## src/rtl/tdm_ser_pkg.sv

```systemverilog
package tdm_ser_pkg;
  // number of selectable line rates, each doubling the previous one
  localparam int RATE_STEPS = 4;
  localparam int RSEL_W = $clog2(RATE_STEPS);
  localparam int BYTE_BITS = 8;
  localparam int BIT_SH = $clog2(BYTE_BITS);

  // per-stream strobes passed from control to datapath
  typedef struct packed {
    logic load;    // capture next channel byte this cycle
    logic shift;   // advance to next bit this cycle
    logic active;  // stream has a usable rate and frame alignment
    logic bidir;   // stream belongs to a bidirectional half
  } serStrobe_t;
endpackage

```

## src/rtl/tdm_ser_ctrl.sv

```systemverilog
module tdm_ser_ctrl
  import tdm_ser_pkg::*;
#(
  parameter int NUM_STREAMS = 32,
  parameter int BASE_CHANS = 32,
  parameter int RATE_W = 4,
  localparam int CH_W = $clog2(BASE_CHANS << (RATE_STEPS - 1))
) (
  input  logic clk,
  input  logic rstN,
  input  logic fpN,
  input  logic clkModeMul,
  input  logic [RSEL_W-1:0] ckiRate,
  input  logic bidirLo,
  input  logic bidirHi,
  input  logic [NUM_STREAMS*RATE_W-1:0] rateCfg,
  output logic [NUM_STREAMS*CH_W-1:0] rdChan,
  output serStrobe_t [NUM_STREAMS-1:0] strobes
);
  localparam int MAX_SH = RATE_STEPS - 1;
  localparam int FRAME_CYC = BASE_CHANS * BYTE_BITS * (1 << MAX_SH);
  localparam int FC_W = $clog2(FRAME_CYC);
  localparam int HALF = NUM_STREAMS / 2;

  logic [FC_W-1:0] frameCnt;
  logic aligned;
  logic mulLat;
  logic [RSEL_W-1:0] ckiLat;
  logic bidLoLat;
  logic bidHiLat;
  logic [NUM_STREAMS*RATE_W-1:0] rateLat;

  // shared frame position plus configuration snapshot taken at the frame pulse
  always_ff @(posedge clk or negedge rstN) begin
    if (!rstN) begin
      frameCnt <= '0;
      aligned  <= 1'b0;
      mulLat   <= 1'b0;
      ckiLat   <= '0;
      bidLoLat <= 1'b0;
      bidHiLat <= 1'b0;
      rateLat  <= '1;
    end else if (!fpN) begin
      frameCnt <= '0;
      aligned  <= 1'b1;
      mulLat   <= clkModeMul;
      ckiLat   <= ckiRate;
      bidLoLat <= bidirLo;
      bidHiLat <= bidirHi;
      rateLat  <= rateCfg;
    end else begin
      frameCnt <= (frameCnt == FC_W'(FRAME_CYC - 1)) ? '0 : frameCnt + FC_W'(1);
    end
  end

  for (genvar g = 0; g < NUM_STREAMS; g++) begin : gStream
    logic [RATE_W-1:0] code;
    logic [RSEL_W-1:0] sel;
    logic [RSEL_W-1:0] slowSh;
    logic [FC_W-1:0] bitMask;
    logic [FC_W-1:0] chanMask;
    logic [CH_W-1:0] chanNow;
    logic [CH_W-1:0] chanLim;
    logic rateOk;
    logic clkOk;
    logic endBit;
    logic endChan;
    logic grpBidir;

    assign code    = rateLat[g*RATE_W +: RATE_W];
    assign sel     = code[RSEL_W-1:0];
    assign slowSh  = RSEL_W'(MAX_SH) - sel;
    assign bitMask = (FC_W'(1) << slowSh) - FC_W'(1);
    assign chanMask = (FC_W'(1) << (int'(slowSh) + BIT_SH)) - FC_W'(1);
    assign chanNow = CH_W'(frameCnt >> (int'(slowSh) + BIT_SH));
    assign chanLim = (CH_W'(BASE_CHANS) << sel) - CH_W'(1);
    assign rateOk  = code < RATE_W'(RATE_STEPS);
    assign clkOk   = mulLat || (sel <= ckiLat);
    assign endBit  = (frameCnt & bitMask) == bitMask;
    assign endChan = (frameCnt & chanMask) == chanMask;

    if (g < HALF) begin : gLow
      assign grpBidir = bidLoLat;
    end else begin : gHigh
      assign grpBidir = bidHiLat;
    end

    // look-ahead index: channel 0 at a frame pulse, otherwise the following channel
    assign rdChan[g*CH_W +: CH_W] = (!fpN) ? '0 : ((chanNow + CH_W'(1)) & chanLim);

    assign strobes[g] = '{
      load:   (!fpN) || endChan,
      shift:  fpN && endBit && !endChan,
      active: aligned && rateOk && clkOk,
      bidir:  grpBidir
    };
  end
endmodule

```

## src/rtl/tdm_ser_dp.sv

```systemverilog
module tdm_ser_dp
  import tdm_ser_pkg::*;
#(
  parameter int NUM_STREAMS = 32
) (
  input  logic clk,
  input  logic rstN,
  input  serStrobe_t [NUM_STREAMS-1:0] strobes,
  input  logic [NUM_STREAMS*BYTE_BITS-1:0] rdByte,
  input  logic [NUM_STREAMS-1:0] rdOe,
  output logic [NUM_STREAMS-1:0] txData,
  output logic [NUM_STREAMS-1:0] txOe
);
  for (genvar g = 0; g < NUM_STREAMS; g++) begin : gLane
    logic [BYTE_BITS-1:0] shReg;
    logic oeReg;

    always_ff @(posedge clk or negedge rstN) begin
      if (!rstN) begin
        shReg <= '0;
        oeReg <= 1'b0;
      end else if (strobes[g].load) begin
        shReg <= rdByte[g*BYTE_BITS +: BYTE_BITS];
        oeReg <= rdOe[g];
      end else if (strobes[g].shift) begin
        shReg <= {shReg[BYTE_BITS-2:0], 1'b0};
      end
    end

    assign txOe[g]   = strobes[g].active && (!strobes[g].bidir || oeReg);
    assign txData[g] = txOe[g] && shReg[BYTE_BITS-1];
  end
endmodule

```

## src/rtl/tdm_out_serializer.sv

```systemverilog
module tdm_out_serializer
  import tdm_ser_pkg::*;
#(
  parameter int NUM_STREAMS = 32,
  parameter int BASE_CHANS = 32,
  parameter int RATE_W = 4,
  localparam int CH_W = $clog2(BASE_CHANS << (RATE_STEPS - 1))
) (
  input  logic clk,
  input  logic rstN,
  input  logic fpN,
  input  logic clkModeMul,
  input  logic [RSEL_W-1:0] ckiRate,
  input  logic bidirLo,
  input  logic bidirHi,
  input  logic [NUM_STREAMS*RATE_W-1:0] rateCfg,
  output logic [NUM_STREAMS*CH_W-1:0] rdChan,
  input  logic [NUM_STREAMS*BYTE_BITS-1:0] rdByte,
  input  logic [NUM_STREAMS-1:0] rdOe,
  output logic [NUM_STREAMS-1:0] txData,
  output logic [NUM_STREAMS-1:0] txOe
);
  serStrobe_t [NUM_STREAMS-1:0] strobes;

  tdm_ser_ctrl #(
    .NUM_STREAMS(NUM_STREAMS),
    .BASE_CHANS(BASE_CHANS),
    .RATE_W(RATE_W)
  ) i_ctrl (
    .clk(clk),
    .rstN(rstN),
    .fpN(fpN),
    .clkModeMul(clkModeMul),
    .ckiRate(ckiRate),
    .bidirLo(bidirLo),
    .bidirHi(bidirHi),
    .rateCfg(rateCfg),
    .rdChan(rdChan),
    .strobes(strobes)
  );

  tdm_ser_dp #(
    .NUM_STREAMS(NUM_STREAMS)
  ) i_dp (
    .clk(clk),
    .rstN(rstN),
    .strobes(strobes),
    .rdByte(rdByte),
    .rdOe(rdOe),
    .txData(txData),
    .txOe(txOe)
  );
endmodule

```

## config.mk

```make
export PLATFORM = sky130hd
export DESIGN_NAME = tdm_out_serializer
export DESIGN_NICKNAME = d
export VERILOG_FILES = /design/src/rtl/tdm_ser_pkg.sv /design/src/rtl/tdm_ser_ctrl.sv /design/src/rtl/tdm_ser_dp.sv /design/src/rtl/tdm_out_serializer.sv
export SDC_FILE = /design/constraint.sdc
export NUM_CORES = 2
export LEC_CHECK = 0
export ABC_AREA = 1
export BUFFER_PORTS_ARGS = -buffer_cell sky130_fd_sc_hd__buf_2
export CAP_MARGIN = 40
export CORE_MARGIN = 3
export CORE_UTILIZATION = 30
export CTS_CLUSTER_DIAMETER = 150
export CTS_CLUSTER_SIZE = 24
export DETAILED_ROUTE_END_ITERATION = 7
export GPL_TIMING_DRIVEN = 1
export SYNTH_ARGS = -nofsm -noshare
export SYNTH_HDL_FRONTEND = slang
export SYNTH_SLANG_ARGS = --single-unit
```

## constraint.sdc

```tcl
create_clock -name clk -period 3.7 [get_ports clk]
set_clock_uncertainty 0.15 [all_clocks]
set_input_delay 0.555 -clock clk [delete_from_list [all_inputs] [get_ports clk]]
set_output_delay 0.555 -clock clk [all_outputs]
set_load 0.01 [all_outputs]
```

Yosys cells after proc, flatten, opt, wreduce, memory -nomap -nowiden

Index checks and enable logic that the tools add are counted.

Flip-flop bits (word level): 433
Input port bits: 424
Output and inout port bits: 320
Logic and storage cells: 1070

Add/subtract/negate cells: 193
Order comparisons: 64
Equality and inequality tests: 65
Shifts and indexed selects: 128
Mux-type cells: 98
Bitwise operators: 96
Reductions and logical operators: 355

Operators with widths:

| kind                  | number |
|---|---|
| $shl 1x32->11 const A | 32 |
| $shr 11x32->8         | 32 |
| $mux 8                | 96 |
| $and 11x11->11        | 64 |
| $eq 11x11->1          | 64 |
| $sub 11x2->11 const B | 64 |
| $shl 1x2->11 const A  | 32 |
| $add 8x1->8 const B   | 32 |
| $and 8x8->8           | 32 |
| $shl 6x2->8 const A   | 32 |
| $sub 8x2->8 const B   | 32 |
| $logic_and 1x1->1     | 192 |
| $lt 4x3->1 const B    | 32 |
| $add 2x2->3 const B   | 32 |
| $logic_or 1x1->1      | 96 |
| $le 2x2->1            | 32 |
| $reduce_bool 2->1     | 32 |
| $sub 2x2->2 const A   | 32 |
| $logic_not 1->1       | 35 |
| $mux 11               | 2 |
| $add 11x1->11 const B | 1 |
| $eq 11x11->1 const B  | 1 |

Depth between registers and ports, before layout

Word-level depth: 10
Mapped depth: 16
Mapped depth without buffers: 15

Hierarchy

From an unflattened synthesis, not the netlist that was laid out.

Cells, all modules: 6011
Area, all modules: 38102.8 um^2

By module, submodules not included:

| module       | times used | cells an instance | area each (um^2) | seq. area each (um^2) |
|---|---|---|---|---|
| tdm_ser_ctrl | 1          | 4347              | 24770.0          | 3788.6 |
| tdm_ser_dp   | 1          | 1664              | 13332.8          | 7206.9 |

Worst setup path before layout

Ideal clock, no wire load.

Kind: register to output
From: register i_ctrl.ckiLat[1]
To: output port txData[18]
Arrival time: 1.990 ns
Setup slack: 1.005 ns
Stages on the path, launching flop included: 7
Buffers on the path: 0
Cell sequence: dfrtp_1 > inv_1 > ha_1 > a21oi_1 > a211oi_1 > nor3_1 > and2_1

Cells in the longest elaborated chain, start to end: 5

Ends and longest elaborated chain:

| item                     | line                     | text |
|---|---|---|
| start: declaration       | tdm_ser_ctrl.sv:28       | `logic [RSEL_W-1:0] ckiLat;` |
| start signal: assignment | tdm_ser_ctrl.sv:47       | `ckiLat <= ckiRate;` |
| $le 2x2->1               | tdm_ser_ctrl.sv:78       | `assign clkOk = mulLat \|\| (sel <= ckiLat);` |
| $logic_or 1x1->1         | tdm_ser_ctrl.sv:78       |  |
| $logic_and 1x1->1        | tdm_ser_ctrl.sv:94       | `active: aligned && rateOk && clkOk,` |
| $logic_and 1x1->1        | tdm_ser_dp.sv:30         | `assign txOe[g] = strobes[g].active && (!strobes[g].bidir \|\| oeReg);` |
| net txOe[18]             | tdm_out_serializer.sv:21 | `output logic [NUM_STREAMS-1:0] txOe` |
| $logic_and 1x1->1        | tdm_ser_dp.sv:31         | `assign txData[g] = txOe[g] && shReg[BYTE_BITS-1];` |
| end: declaration         | tdm_out_serializer.sv:20 | `output logic [NUM_STREAMS-1:0] txData,` |

The timed path passes the listed nets, and every way through them passes these cells.

Final worst setup path

From: register i_ctrl.ckiLat[1]
To: output port txData[9]

Cells in the longest elaborated chain, start to end: 5

Ends and longest elaborated chain:

| item              | line |
|---|---|
| $le 2x2->1        | tdm_ser_ctrl.sv:78 |
| $logic_or 1x1->1  | tdm_ser_ctrl.sv:78 |
| $logic_and 1x1->1 | tdm_ser_ctrl.sv:94 |
| $logic_and 1x1->1 | tdm_ser_dp.sv:30 |
| $logic_and 1x1->1 | tdm_ser_dp.sv:31 |

No other way between the ends.

==> impl_metrics.yaml <==
synthesis:
  yosys_warnings: 0
  netlist_area_sq_um: 38500
  yosysUniqueCellTypes: 52
  synthSimpleGateAreaFrac: 0.428
  yosysSeqAreaShare: 0.286
  syn-instance-count: 6181
  synth-xor-area-share: 0.00501
  avgSynthCellArea_sq_um: 6.23
  synth_top_family_by_area: "simple AND/OR/NAND/NOR gates"
  synth_adder_area_share: 0.0748
  synth_compound_area_frac: 0.116
  ys_ff_latch: 433
  synth_mux_area_frac: 0
setup_path:
  crit_required_ns: 2.99
  cp-end-kind: "output pin"
  cp_cell_sequence: "inv_2, buf_12, ha_1, a21oi_1, a211oi_2, nor3_1, and2_1, buf_2"
  slowest_stage: "dfrtp_1"
  critPathArrivalTime_ns: 2.91
  cpPeakStageDelay_ns: 0.39
  critical_path_class: "flip-flop to output pin"
  path_max_fanout: 20
  worstSetupStartpointType: "flip-flop"
timing:
  setup_viol: 0
  rsz0062_at_grt: "yes"
  min_period_ns: 3.62
  max_freq_mhz: 276
  fin_setup_tns_ns: 0
  tightest_slew_ns: 0.807
  finalMaxSlewViolations: 0
  slew_headroom: 0.462
  finalHoldViolCount: 0
  fin_crit_sh: 0.978
layout:
  syn2layout_area_growth_pct: 28.5
  fillers: 13400
  layout-drive-gt1-share: 0.197
  finalNetCount: 7844
drt:
  wl_per_cell_microns: 20.2
  wl_microns: 179000
  firstDrtPassIters: 6
  drt_iter0_drc: 3794
  drc_errors: 0
  viasPerCell: 5.10
  ant_nets: 0
  num_vias: 45300
clocking:
  cts-root-buf: "clkbuf_16"
  clkLatencyLatePin_ns: 0.66
  cts_tree: "built"
  cts_max_level: 1
  clkSlewWorstSetupHoldPaths_ns: 0.11
  cts_sinks: 433
  cts_buffers: 25
  clock_path_buffers: 3
power_and_ir_drop:
  finalPower_w: 0.0138
  ir_worst_vdd_mv: 0.365
  leakage_nw: 25.5
  power-per-cell-area_nw_per_um2: 279
global_route:
  grt_pass1_wl_microns: 253000
  grt_usage: 0.247
  antenna_found_initial: 13
  grt_pass1_vias: 41500
  grt_max_degree: 117
  overflow: 0
placed_design:
  portBuffers: 743
  gp_congestion: 0.903
  post-dp-hpwl_microns: 123000
status:
  status: "complete, no violations"
floorplanning:
  fp.dieH_microns: 364
  start_util: 0.304
  rows: 130
  fp.dieW_microns: 364
  core_sq_um: 127000
  dieArea_sq_um: 133000
  io_pins: 744
min_path:
  hold_class: "input port to flip-flop"
job:
  maxCapViolCount: 0
## per-stage QoR
step	util	hold WS (ns)	cell area [sq um]	setup slack, ns	instances
final	0.391	0.0342	49400	0.0810	8866
after global placement	0.346	0.304	43700	0.546	8352
after detailed placement	0.346	0.307	43800	0.470	8354
after CTS	0.380	0.0000157	48100	-0.0374	8744
after global routing	0.391	0.00169	49400	-0.0534	8862
after floorplan	-	0.109	38500	1.00	6189
## final timing paths
kind                            cells past startpoint                             endpoint  slack, ns                            from
worst max-delay path                                8                            txData[9]       0.08    i_ctrl.ckiLat[1]$_DFFE_PN0N_
worst min-delay path                                3  i_dp.gLane[22].shReg[5]$_DFFE_PN0P_       0.03                     rdByte[181]
worst max register to register                     11   i_dp.gLane[3].shReg[1]$_DFFE_PN0P_       0.62    i_ctrl.frameCnt[1]$_DFF_PN0_
worst min register to register                      2       i_ctrl.rateLat[50]$_DFFE_PN1N_       0.32  i_ctrl.rateLat[50]$_DFFE_PN1N_
max in group asynchronous                           3       i_ctrl.rateLat[45]$_DFFE_PN1N_       2.00                            rstN
min in group asynchronous                           2     i_dp.gLane[24].oeReg$_DFFE_PN0P_       0.32                            rstN
## placed cells by master, fill, tap and decap left out, types with 23 or more instances in the layout
cell,n
a211oi_1,31
a21oi_1,183
and2_1,30
buf_12,24
buf_2,740
buf_4,171
clkbuf_16,32
dfrtp_1,293
dfstp_2,109
dlygate4sd3_1,340
ha_1,226
inv_1,418
inv_2,23
nand2_1,2327
nand2_2,60
nand3_1,446
nand4_1,176
nor2_1,721
nor2_2,53
nor3_1,81
o211ai_1,41
o21ai_0,274
o21ai_1,99
o21ai_2,38
## critical path: cells and delay by family, from the launching register on
| kind | cells | cell delay [ns] |
|---|---|---|
| AO/OA/AOI/OAI | 2 | 0.29 |
| adder cells (fa/ha/maj) | 1 | 0.30 |
| AND/OR/NAND/NOR | 2 | 0.61 |
| flip-flops | 1 | 0.39 |
| buffers and inverters | 3 | 0.60 |
## routing by layer
layer / part of all wire / up-vias / track usage
met5: 0.00015 / - / 0
met4: 0.046 / 4 / 0.0962
met3: 0.067 / 356 / 0.0320
met2: 0.45 / 1758 / 0.404
met1: 0.43 / 21200 / 0.330
li1: - / 21900 / -
## flip-flops by register name (all words and copies together) (netlist names)
name              flops
i_ctrl.ckiLat         2
i_ctrl.bidHiLat       1
i_ctrl.rateLat      128
i_ctrl.aligned        1
i_ctrl.bidLoLat       1
i_ctrl.mulLat         1
i_ctrl.frameCnt      11
i_dp.gLane.oeReg     32
i_dp.gLane.shReg    256
## power breakdown
group	internal, W	switching, W
logic	0.00173	0.00275
clock network	0.00137	0.00205
registers	0.00536	0.000507
total	0.00846	0.00531
## area by class of cell
type | count | area (sq um) | area share
Clock buffer | 37 | 691 | 0.0140
Inverter | 475 | 1880 | 0.0380
Tap cell | 1650 | 2060 | 0.0418
Clock inverter | 9 | 118 | 0.00238
Timing Repair Buffer | 1299 | 9360 | 0.189
Multi-Input combinational cell | 4956 | 24200 | 0.490
Antenna cell | 7 | 17.5 | 0.000354
Sequential cell | 433 | 11100 | 0.225
## kinds of logic after synthesis
family                     count (synthesis)
buffers and inverters                    800
AOI/OAI and AO/OA                        751
other                                      1
xor gates and xnor gates                  22
DFF                                      433
adders and majority gates                230
and+or+nand+nor                         3944
## synthesized netlist by cell type, drive strengths merged
| library cell | number | share of area |
|---|---|---|
| a211oi | 33 | 0.0064 |
| a21boi | 6 | 0.0012 |
| a21o | 1 | 0.00020 |
| a21oi | 198 | 0.028 |
| and2 | 30 | 0.0049 |
| buf | 209 | 0.033 |
| clkbuf | 116 | 0.011 |
| clkinv | 16 | 0.0016 |
| conb | 1 | 0.000097 |
| dfrtp | 305 | 0.20 |
| dfstp | 128 | 0.087 |
| ha | 230 | 0.075 |
| inv | 459 | 0.045 |
| nand2 | 2393 | 0.24 |
| nand3 | 455 | 0.061 |
| nand3b | 6 | 0.0012 |
| nand4 | 180 | 0.030 |
| nor2 | 778 | 0.079 |
| nor3 | 95 | 0.013 |
| nor3b | 2 | 0.00052 |
| nor4 | 4 | 0.00081 |
| o211ai | 42 | 0.0083 |
| o21a | 18 | 0.0035 |
| o21ai | 429 | 0.064 |
| o21bai | 16 | 0.0031 |
| o22ai | 8 | 0.0013 |
| or2 | 1 | 0.00016 |
| xor2 | 22 | 0.0050 |
## what timing repair did
item,4_1_cts,5_1_grt
gates resized for setup,31,96
endpoints found under the hold margin,382,0
pin swaps,0,7
buffers inserted,3,105
cloned,1,10
hold buffers,340,0
setup endpoints to repair,43,70
(Power assumes the default switching activity.)
